--- src/rtl/ipq_pkg.sv ---
package ipq_pkg;

  typedef enum logic [1:0] {
    LEN_16 = 2'd0,
    LEN_32 = 2'd1,
    LEN_48 = 2'd2
  } ilen_e;

  // Length class from the first halfword of an instruction.
  function automatic ilen_e classify(input logic [15:0] first_hw);
    if (first_hw[15:14] != 2'b11) return LEN_16;
    else if (!first_hw[13])       return LEN_32;
    return LEN_48;
  endfunction

  // Number of halfwords occupied by a length class.
  function automatic logic [1:0] hw_span(input ilen_e c);
    case (c)
      LEN_32:  return 2'd2;
      LEN_48:  return 2'd3;
      default: return 2'd1;
    endcase
  endfunction

endpackage

--- src/rtl/ipq_len_decode.sv ---
module ipq_len_decode
  import ipq_pkg::*;
#(
  parameter int CW = 4
) (
  input  logic [15:0]   h0,
  input  logic [15:0]   h1,
  input  logic [15:0]   h2,
  input  logic [CW-1:0] avail,
  output logic [1:0]    len,
  output logic [1:0]    need,
  output logic [47:0]   insn,
  output logic          valid
);

  ilen_e code;

  always_comb begin
    code  = classify(h0);
    len   = code;
    need  = hw_span(code);
    insn  = {h0,
             (code != LEN_16) ? h1 : 16'h0000,
             (code == LEN_48) ? h2 : 16'h0000};
    // avail != 0 keeps valid low on an empty buffer regardless of stale data
    valid = (avail != '0) && (avail >= CW'(need));
  end

endmodule

--- src/rtl/ipq_hw_buffer.sv ---
module ipq_hw_buffer #(
  parameter int DEPTH_HW = 8,
  parameter int CW       = $clog2(DEPTH_HW + 1)
) (
  input  logic          clk,
  input  logic          rst_n,
  input  logic          flush,
  input  logic          push_en,
  input  logic          push_skip_lo,
  input  logic [31:0]   push_data,
  input  logic          pop_en,
  input  logic [1:0]    pop_hw,
  output logic [CW-1:0] count,
  output logic [15:0]   h0,
  output logic [15:0]   h1,
  output logic [15:0]   h2
);

  localparam int PW = $clog2(DEPTH_HW);

  logic [15:0]   slots [DEPTH_HW];
  logic [PW-1:0] rd_ptr, wr_ptr;
  logic [1:0]    push_n, pop_n;

  always_comb begin
    push_n = push_en ? (push_skip_lo ? 2'd1 : 2'd2) : 2'd0;
    pop_n  = pop_en ? pop_hw : 2'd0;
  end

  always_ff @(posedge clk) begin
    if (!rst_n) begin
      rd_ptr <= '0;
      wr_ptr <= '0;
      count  <= '0;
      for (int i = 0; i < DEPTH_HW; i++) slots[i] <= '0;
    end else if (flush) begin
      rd_ptr <= '0;
      wr_ptr <= '0;
      count  <= '0;
    end else begin
      if (push_en) begin
        if (push_skip_lo) begin
          slots[wr_ptr] <= push_data[31:16];
        end else begin
          slots[wr_ptr]          <= push_data[15:0];
          slots[wr_ptr + PW'(1)] <= push_data[31:16];
        end
      end
      wr_ptr <= wr_ptr + PW'(push_n);
      rd_ptr <= rd_ptr + PW'(pop_n);
      count  <= count + CW'(push_n) - CW'(pop_n);
    end
  end

  assign h0 = slots[rd_ptr];
  assign h1 = slots[rd_ptr + PW'(1)];
  assign h2 = slots[rd_ptr + PW'(2)];

  assert_no_overflow_R11: assert property (@(posedge clk) disable iff (!rst_n)
    count <= CW'(DEPTH_HW));

  assert_pop_within_count_R6: assert property (@(posedge clk) disable iff (!rst_n)
    (pop_en && !flush) |-> (CW'(pop_hw) <= count));

endmodule

--- src/rtl/ipq_fetch_ctrl.sv ---
module ipq_fetch_ctrl #(
  parameter int AW       = 32,
  parameter int DEPTH_HW = 8,
  parameter int MAX_OUT  = 4,
  parameter int CW       = $clog2(DEPTH_HW + 1)
) (
  input  logic          clk,
  input  logic          rst_n,
  input  logic [AW-1:1] start_hw,
  input  logic          redirect,
  input  logic [AW-1:1] target_hw,
  input  logic [CW-1:0] buf_count,
  output logic          req_valid,
  input  logic          req_ready,
  output logic [AW-1:0] req_addr,
  input  logic          rsp_valid,
  output logic          rsp_accept,
  output logic          rsp_skip_lo
);

  localparam int OW = $clog2(MAX_OUT + 1);
  localparam int RW = $clog2(DEPTH_HW + 2 * MAX_OUT + 3) + 1;

  logic [AW-1:0] fetch_addr;
  logic [OW-1:0] out_cnt, stale_cnt, live_cnt;
  logic          skip_pending;
  logic [RW-1:0] reserved;
  logic          room_ok, req_fire, rsp_stale;

  always_comb begin
    live_cnt    = out_cnt - stale_cnt;
    reserved    = RW'(buf_count) + (RW'(live_cnt) << 1);
    room_ok     = (reserved + RW'(2)) <= RW'(DEPTH_HW);
    req_valid   = !redirect && room_ok && (out_cnt < OW'(MAX_OUT));
    req_fire    = req_valid && req_ready;
    rsp_stale   = (stale_cnt != '0);
    rsp_accept  = rsp_valid && !rsp_stale && !redirect;
    rsp_skip_lo = skip_pending;
  end

  assign req_addr = fetch_addr;

  always_ff @(posedge clk) begin
    if (!rst_n) begin
      fetch_addr   <= {start_hw[AW-1:2], 2'b00};
      skip_pending <= start_hw[1];
      out_cnt      <= '0;
      stale_cnt    <= '0;
    end else if (redirect) begin
      fetch_addr   <= {target_hw[AW-1:2], 2'b00};
      skip_pending <= target_hw[1];
      out_cnt      <= out_cnt - OW'(rsp_valid);
      stale_cnt    <= out_cnt - OW'(rsp_valid);
    end else begin
      if (req_fire) fetch_addr <= fetch_addr + AW'(4);
      out_cnt <= out_cnt + OW'(req_fire) - OW'(rsp_valid);
      if (rsp_valid && rsp_stale) stale_cnt <= stale_cnt - OW'(1);
      if (rsp_accept) skip_pending <= 1'b0;
    end
  end

  assert_req_stable_R3: assert property (@(posedge clk) disable iff (!rst_n)
    (req_valid && !req_ready) |=> (redirect || (req_valid && $stable(req_addr))));

  assert_addr_step_R2: assert property (@(posedge clk) disable iff (!rst_n)
    req_fire |=> (req_addr == $past(req_addr) + AW'(4)));

  assert_reservation_bound_R11: assert property (@(posedge clk) disable iff (!rst_n)
    reserved <= RW'(DEPTH_HW));

  assert_stale_within_outstanding_R9: assert property (@(posedge clk) disable iff (!rst_n)
    stale_cnt <= out_cnt);

  assert_rsp_matches_request_R4: assert property (@(posedge clk) disable iff (!rst_n)
    rsp_valid |-> (out_cnt != '0));

endmodule

--- src/rtl/insn_prefetch_queue.sv ---
module insn_prefetch_queue
  import ipq_pkg::*;
#(
  parameter int AW          = 32,
  parameter int QUEUE_BYTES = 16,
  parameter int MAX_OUT     = 4
) (
  input  logic          clk,
  input  logic          rst_n,
  input  logic [AW-1:0] reset_vector,
  input  logic          redirect_valid,
  input  logic [AW-1:0] redirect_addr,
  output logic          mem_req_valid,
  input  logic          mem_req_ready,
  output logic [AW-1:0] mem_req_addr,
  input  logic          mem_rsp_valid,
  input  logic [31:0]   mem_rsp_data,
  output logic          dec_valid,
  input  logic          dec_ready,
  output logic [47:0]   dec_insn,
  output logic [1:0]    dec_len,
  output logic [AW-1:0] dec_pc
);

  localparam int DEPTH_HW = QUEUE_BYTES / 2;
  localparam int CW       = $clog2(DEPTH_HW + 1);

  logic [CW-1:0] hw_count;
  logic [15:0]   h0, h1, h2;
  logic [1:0]    need;
  logic          push_en, skip_lo, consume;
  logic [AW-1:0] pc_q;

  ipq_fetch_ctrl #(
    .AW(AW), .DEPTH_HW(DEPTH_HW), .MAX_OUT(MAX_OUT), .CW(CW)
  ) u_fetch (
    .clk         (clk),
    .rst_n       (rst_n),
    .start_hw    (reset_vector[AW-1:1]),
    .redirect    (redirect_valid),
    .target_hw   (redirect_addr[AW-1:1]),
    .buf_count   (hw_count),
    .req_valid   (mem_req_valid),
    .req_ready   (mem_req_ready),
    .req_addr    (mem_req_addr),
    .rsp_valid   (mem_rsp_valid),
    .rsp_accept  (push_en),
    .rsp_skip_lo (skip_lo)
  );

  ipq_hw_buffer #(
    .DEPTH_HW(DEPTH_HW), .CW(CW)
  ) u_buf (
    .clk          (clk),
    .rst_n        (rst_n),
    .flush        (redirect_valid),
    .push_en      (push_en),
    .push_skip_lo (skip_lo),
    .push_data    (mem_rsp_data),
    .pop_en       (consume),
    .pop_hw       (need),
    .count        (hw_count),
    .h0           (h0),
    .h1           (h1),
    .h2           (h2)
  );

  ipq_len_decode #(
    .CW(CW)
  ) u_len (
    .h0    (h0),
    .h1    (h1),
    .h2    (h2),
    .avail (hw_count),
    .len   (dec_len),
    .need  (need),
    .insn  (dec_insn),
    .valid (dec_valid)
  );

  assign consume = dec_valid && dec_ready && !redirect_valid;

  always_ff @(posedge clk) begin
    if (!rst_n)              pc_q <= reset_vector & ~AW'(1);
    else if (redirect_valid) pc_q <= redirect_addr & ~AW'(1);
    else if (consume)        pc_q <= pc_q + AW'({need, 1'b0});
  end

  assign dec_pc = pc_q;

  assert_flush_empties_R8: assert property (@(posedge clk) disable iff (!rst_n)
    redirect_valid |=> !dec_valid);

  assert_len_code_legal_R5: assert property (@(posedge clk) disable iff (!rst_n)
    dec_valid |-> (dec_len != 2'b11));

endmodule

--- config.mk ---
export PLATFORM = sky130hd
export DESIGN_NAME = insn_prefetch_queue
export DESIGN_NICKNAME = d
export VERILOG_FILES = /design/src/rtl/ipq_pkg.sv /design/src/rtl/ipq_len_decode.sv /design/src/rtl/ipq_hw_buffer.sv /design/src/rtl/ipq_fetch_ctrl.sv /design/src/rtl/insn_prefetch_queue.sv
export SDC_FILE = /design/constraint.sdc
export NUM_CORES = 1
export LEC_CHECK = 0
export BUFFER_PORTS_ARGS = -buffer_cell sky130_fd_sc_hd__buf_2
export CAP_MARGIN = 20
export CORE_AREA = 4 4 152 154
export DETAILED_ROUTE_END_ITERATION = 10
export DIE_AREA = 0 0 156 158
export PLACE_DENSITY = 0.86
export REMOVE_ABC_BUFFERS = 1
export SLEW_MARGIN = 20
export SYNTH_ARGS = -nofsm -noshare
export SYNTH_HDL_FRONTEND = slang
export SYNTH_SLANG_ARGS = --single-unit
--- constraint.sdc ---
create_clock -name clk -period 8.4 [get_ports clk]
set_input_delay 2.52 -clock clk [delete_from_list [all_inputs] [get_ports clk]]
set_output_delay 2.52 -clock clk [all_outputs]
set_load 0.005 [all_outputs]
==> results.py <==
metrics = {
    "run_status": {
        "status": "finished, final reports clean",
    },
    "clocking": {
        "root_buffer": "clkbuf_16",
        "cts_tree": "done",
        "cts.repair.resized": 0,
        "clk_pin_slew_ps": 60,
        "cts_sinks": 206,
        "clock_path_buffers": 3,
        "ctsHoldBuffers": 0,
        "htreeDepth": 1,
        "cts_buffers": 23,
        "worstSkewPairLatency_ps": 520,
        "postCtsSetupRepairBufs": 0,
    },
    "run": {
        "cap_violations": 0,
    },
    "placement": {
        "place_congestion": 0.8822,
        "portBuffers": 212,
        "dpl_cell_area_sq_um": 14510,
        "post-place-cells": 1605,
        "place_ws_ps": 2414,
        "place_hpwl_um": 25860,
    },
    "final_layout": {
        "regArea_sq_um": 6032,
        "nNetsFinal": 1493,
        "utilization": 0.7065,
        "multi_input_area_sq_um": 6869,
        "stdcell_count": 1654,
        "syn_to_final_growth_pct": 14.79,
        "drive_above_1_share": 0.2833,
        "fillers": 1445,
        "design_area_sq_um": 15320,
    },
    "yosys": {
        "ys_ff_latch": 206,
        "ys_warn_count": 0,
        "synthCells": 1189,
        "ys_top_cells_by_area": "edfxtp_1, mux4_2, o21ai_0",
        "synthTopCellsByCount": "edfxtp_1, nand2_1, o21ai_0, mux4_2, clkbuf_1",
        "ys.flop_type": "edfxtp_1",
        "ys_types": 60,
        "seq_area_frac_synth": 0.4514,
        "async_flop_share": 0,
        "synth_edf_count": 190,
        "synth_area_per_cell_sq_um": 11.23,
        "synth_most_common_cell": "edfxtp_1",
        "synth_top_area_share": 0.4274,
        "synthesis.area_sq_um": 13350,
        "yosys.area.top_type": "edfxtp_1",
    },
    "global_routing": {
        "grt_max_degree": 50,
        "grt_usage": 0.3200,
        "antenna_found_initial": 2,
        "grt_pass1_vias": 11110,
        "grt_first_pass_wirelength_um": 60980,
        "gr-total-overflow": 0,
    },
    "setup_path": {
        "rr_worst_depth": 18,
        "r2r_slack_ps": 3120,
        "crit_fanout": 28,
        "critPathArrivalTime_ps": 3920,
        "required_ps": 5880,
        "rr_startpoint": "u_buf.rd_ptr[2]$_SDFF_PP0_",
        "r2r_end": "u_buf.count[3]$_SDFF_PP0_",
        "critPathKind": "flop to output pin",
        "worstSetupEndpoint": "dec_valid",
        "endpoint_kind": "output pin",
        "startpoint": "u_buf.rd_ptr[2]$_SDFF_PP0_",
        "crit_path_start_kind": "flop",
    },
    "hold_path": {
        "min_path_cells": 2,
        "holdCritPathClass": "flop to flop",
    },
    "sta": {
        "final-setup-viol-count": 0,
        "rsz0062_at_grt": "false",
        "slew_viol_final": 0,
        "hold_viol_final": 0,
        "setup_tns_ps": 0,
        "layout_min_cycle_time_ps": 6442,
        "worst_clock_skew_ps": 14.19,
        "setup_slack_ps": 1958,
        "min_period_over_period": 0.7668,
        "worst_pin_slew_ps": 1235,
        "fmax_mhz": 155.2,
        "slew_headroom": 0.1758,
    },
    "drt": {
        "drc_errors": 0,
        "wl_per_cell_um": 24.60,
        "postRouteAntennaNets": 0,
        "num_vias": 11330,
        "routed_via_density": 6.849,
        "dr.first_iter.drc_count": 1677,
        "routed_wl_um": 40690,
        "firstDrtPassIters": 6,
    },
    "floorplan": {
        "num_rows": 54,
        "start_util": 0.6155,
        "coreArea_sq_um": 21690,
        "fp.dieH_um": 158,
        "die_area_sq_um": 24650,
        "die_w_um": 156,
        "top_level_ports": 218,
    },
    "power_and_ir_drop": {
        "irDropWorstVdd_v": 0.0001823,
        "combPwrFrac": 0.197,
        "sw_frac_of_total": 0.2894,
        "netSwitchingPower_w": 0.0008147,
        "p_seq_frac": 0.470,
        "cellPowerDensity_nw_per_um2": 183.7,
        "leakagePower_nw": 5.605,
        "intPower_w": 0.002000,
        "clkPwrFrac": 0.333,
    },
}
worst max-delay path: stages (launching register included):
cell      delay (ps)
dfxtp_2          800
buf_4            490
mux4_2           290
nand2_1          120
o32ai_1          590
inv_1            140
ha_1             300
nand2b_1         100
a21oi_1           60
o21ai_0          310
buf_2            190
cells by family after synthesis:
logic type / share of synthesized area
mux: 0.1835
xor+xnor: 0.04462
fa+ha+maj: 0.03543
buf+inv: 0.03852
other cells: 0.0002809
compound gates: 0.1203
flops: 0.4514
simple gates: 0.1259
cells in the final DEF, fill, tap and decap left out, drive strengths merged, types with 19 or more instances in the layout:
master | synthesis | routed
ha | 25 | 25
xnor2 | 35 | 35
nand4 | 21 | 21
nand2 | 177 | 177
mux4 | 81 | 81
mux2i | 32 | 32
o21ai | 158 | 158
inv | 31 | 32
xor2 | 33 | 33
nand3 | 30 | 30
a21oi | 39 | 39
nor2 | 51 | 51
edfxtp | 190 | 190
o2bb2ai | 32 | 32
buf | 38 | 233
clkbuf | 53 | 29
a22oi | 19 | 19
and3 | 20 | 20
worst min path at each step:
stage,from,to,slack (ps)
2_1_floorplan,u_fetch.stale_cnt[1]$_SDFFE_PN0P_,u_fetch.stale_cnt[1]$_SDFFE_PN0P_,550
3_3_place_gp,u_fetch.stale_cnt[1]$_SDFFE_PN0P_,u_fetch.stale_cnt[1]$_SDFFE_PN0P_,570
3_5_place_dp,u_fetch.stale_cnt[1]$_SDFFE_PN0P_,u_fetch.stale_cnt[1]$_SDFFE_PN0P_,580
4_1_cts,u_fetch.stale_cnt[1]$_SDFFE_PN0P_,u_fetch.stale_cnt[1]$_SDFFE_PN0P_,600
5_1_grt,u_fetch.stale_cnt[1]$_SDFFE_PN0P_,u_fetch.stale_cnt[1]$_SDFFE_PN0P_,630
6_report,u_fetch.stale_cnt[1]$_SDFFE_PN0P_,u_fetch.stale_cnt[1]$_SDFFE_PN0P_,590
area by class of cell:
type / count / share of cell area
Tap cell: 280 / 0.02286
Antenna cell: 1 / 0.0001633
Inverter: 31 / 0.007594
Clock inverter: 11 / 0.005226
Multi-Input combinational cell: 863 / 0.4483
Clock buffer: 29 / 0.03903
Timing Repair Buffer: 233 / 0.08320
Sequential cell: 206 / 0.3936
state kept, by name, summed over array words and instances, names as in the netlist:
| name | flops |
|---|---|
| dec_pc | 31 |
| u_buf.rd_ptr | 3 |
| u_fetch.stale_cnt | 3 |
| u_buf.wr_ptr | 3 |
| u_buf.count | 4 |
| u_fetch.rsp_skip_lo | 1 |
| u_buf.slots | 128 |
| u_fetch.out_cnt | 3 |
| u_fetch.req_addr | 30 |
metal layers:
layer  up-vias  routed length, um  track usage
met4         2               1997       0.1626
met3       195               5359      0.07408
li1       4834                  -            -
met2       953              19960       0.5301
met5         -                 13            0
met1      5345              13360       0.3971
power groups by stage:
stage / Sequential (W) / Combinational [W] / Clock, W
after floorplan: 0.00132 / 0.000328 / 0
after global placement: 0.00133 / 0.000518 / 0
after detailed placement: 0.00134 / 0.000540 / 0
after CTS: 0.00132 / 0.000544 / 0.000933
after global routing: 0.00133 / 0.000609 / 0.000978
final: 0.00132 / 0.000556 / 0.000937
per-stage QoR:
step	hold WS (ps)	power [W]
floorplan	552.9	0.001647
global placement	572.6	0.001848
detailed placement	579.7	0.001876
CTS	595.1	0.002795
global route	627.5	0.002919
finish	593.3	0.002815
Power figures use the tool's default switching activity.
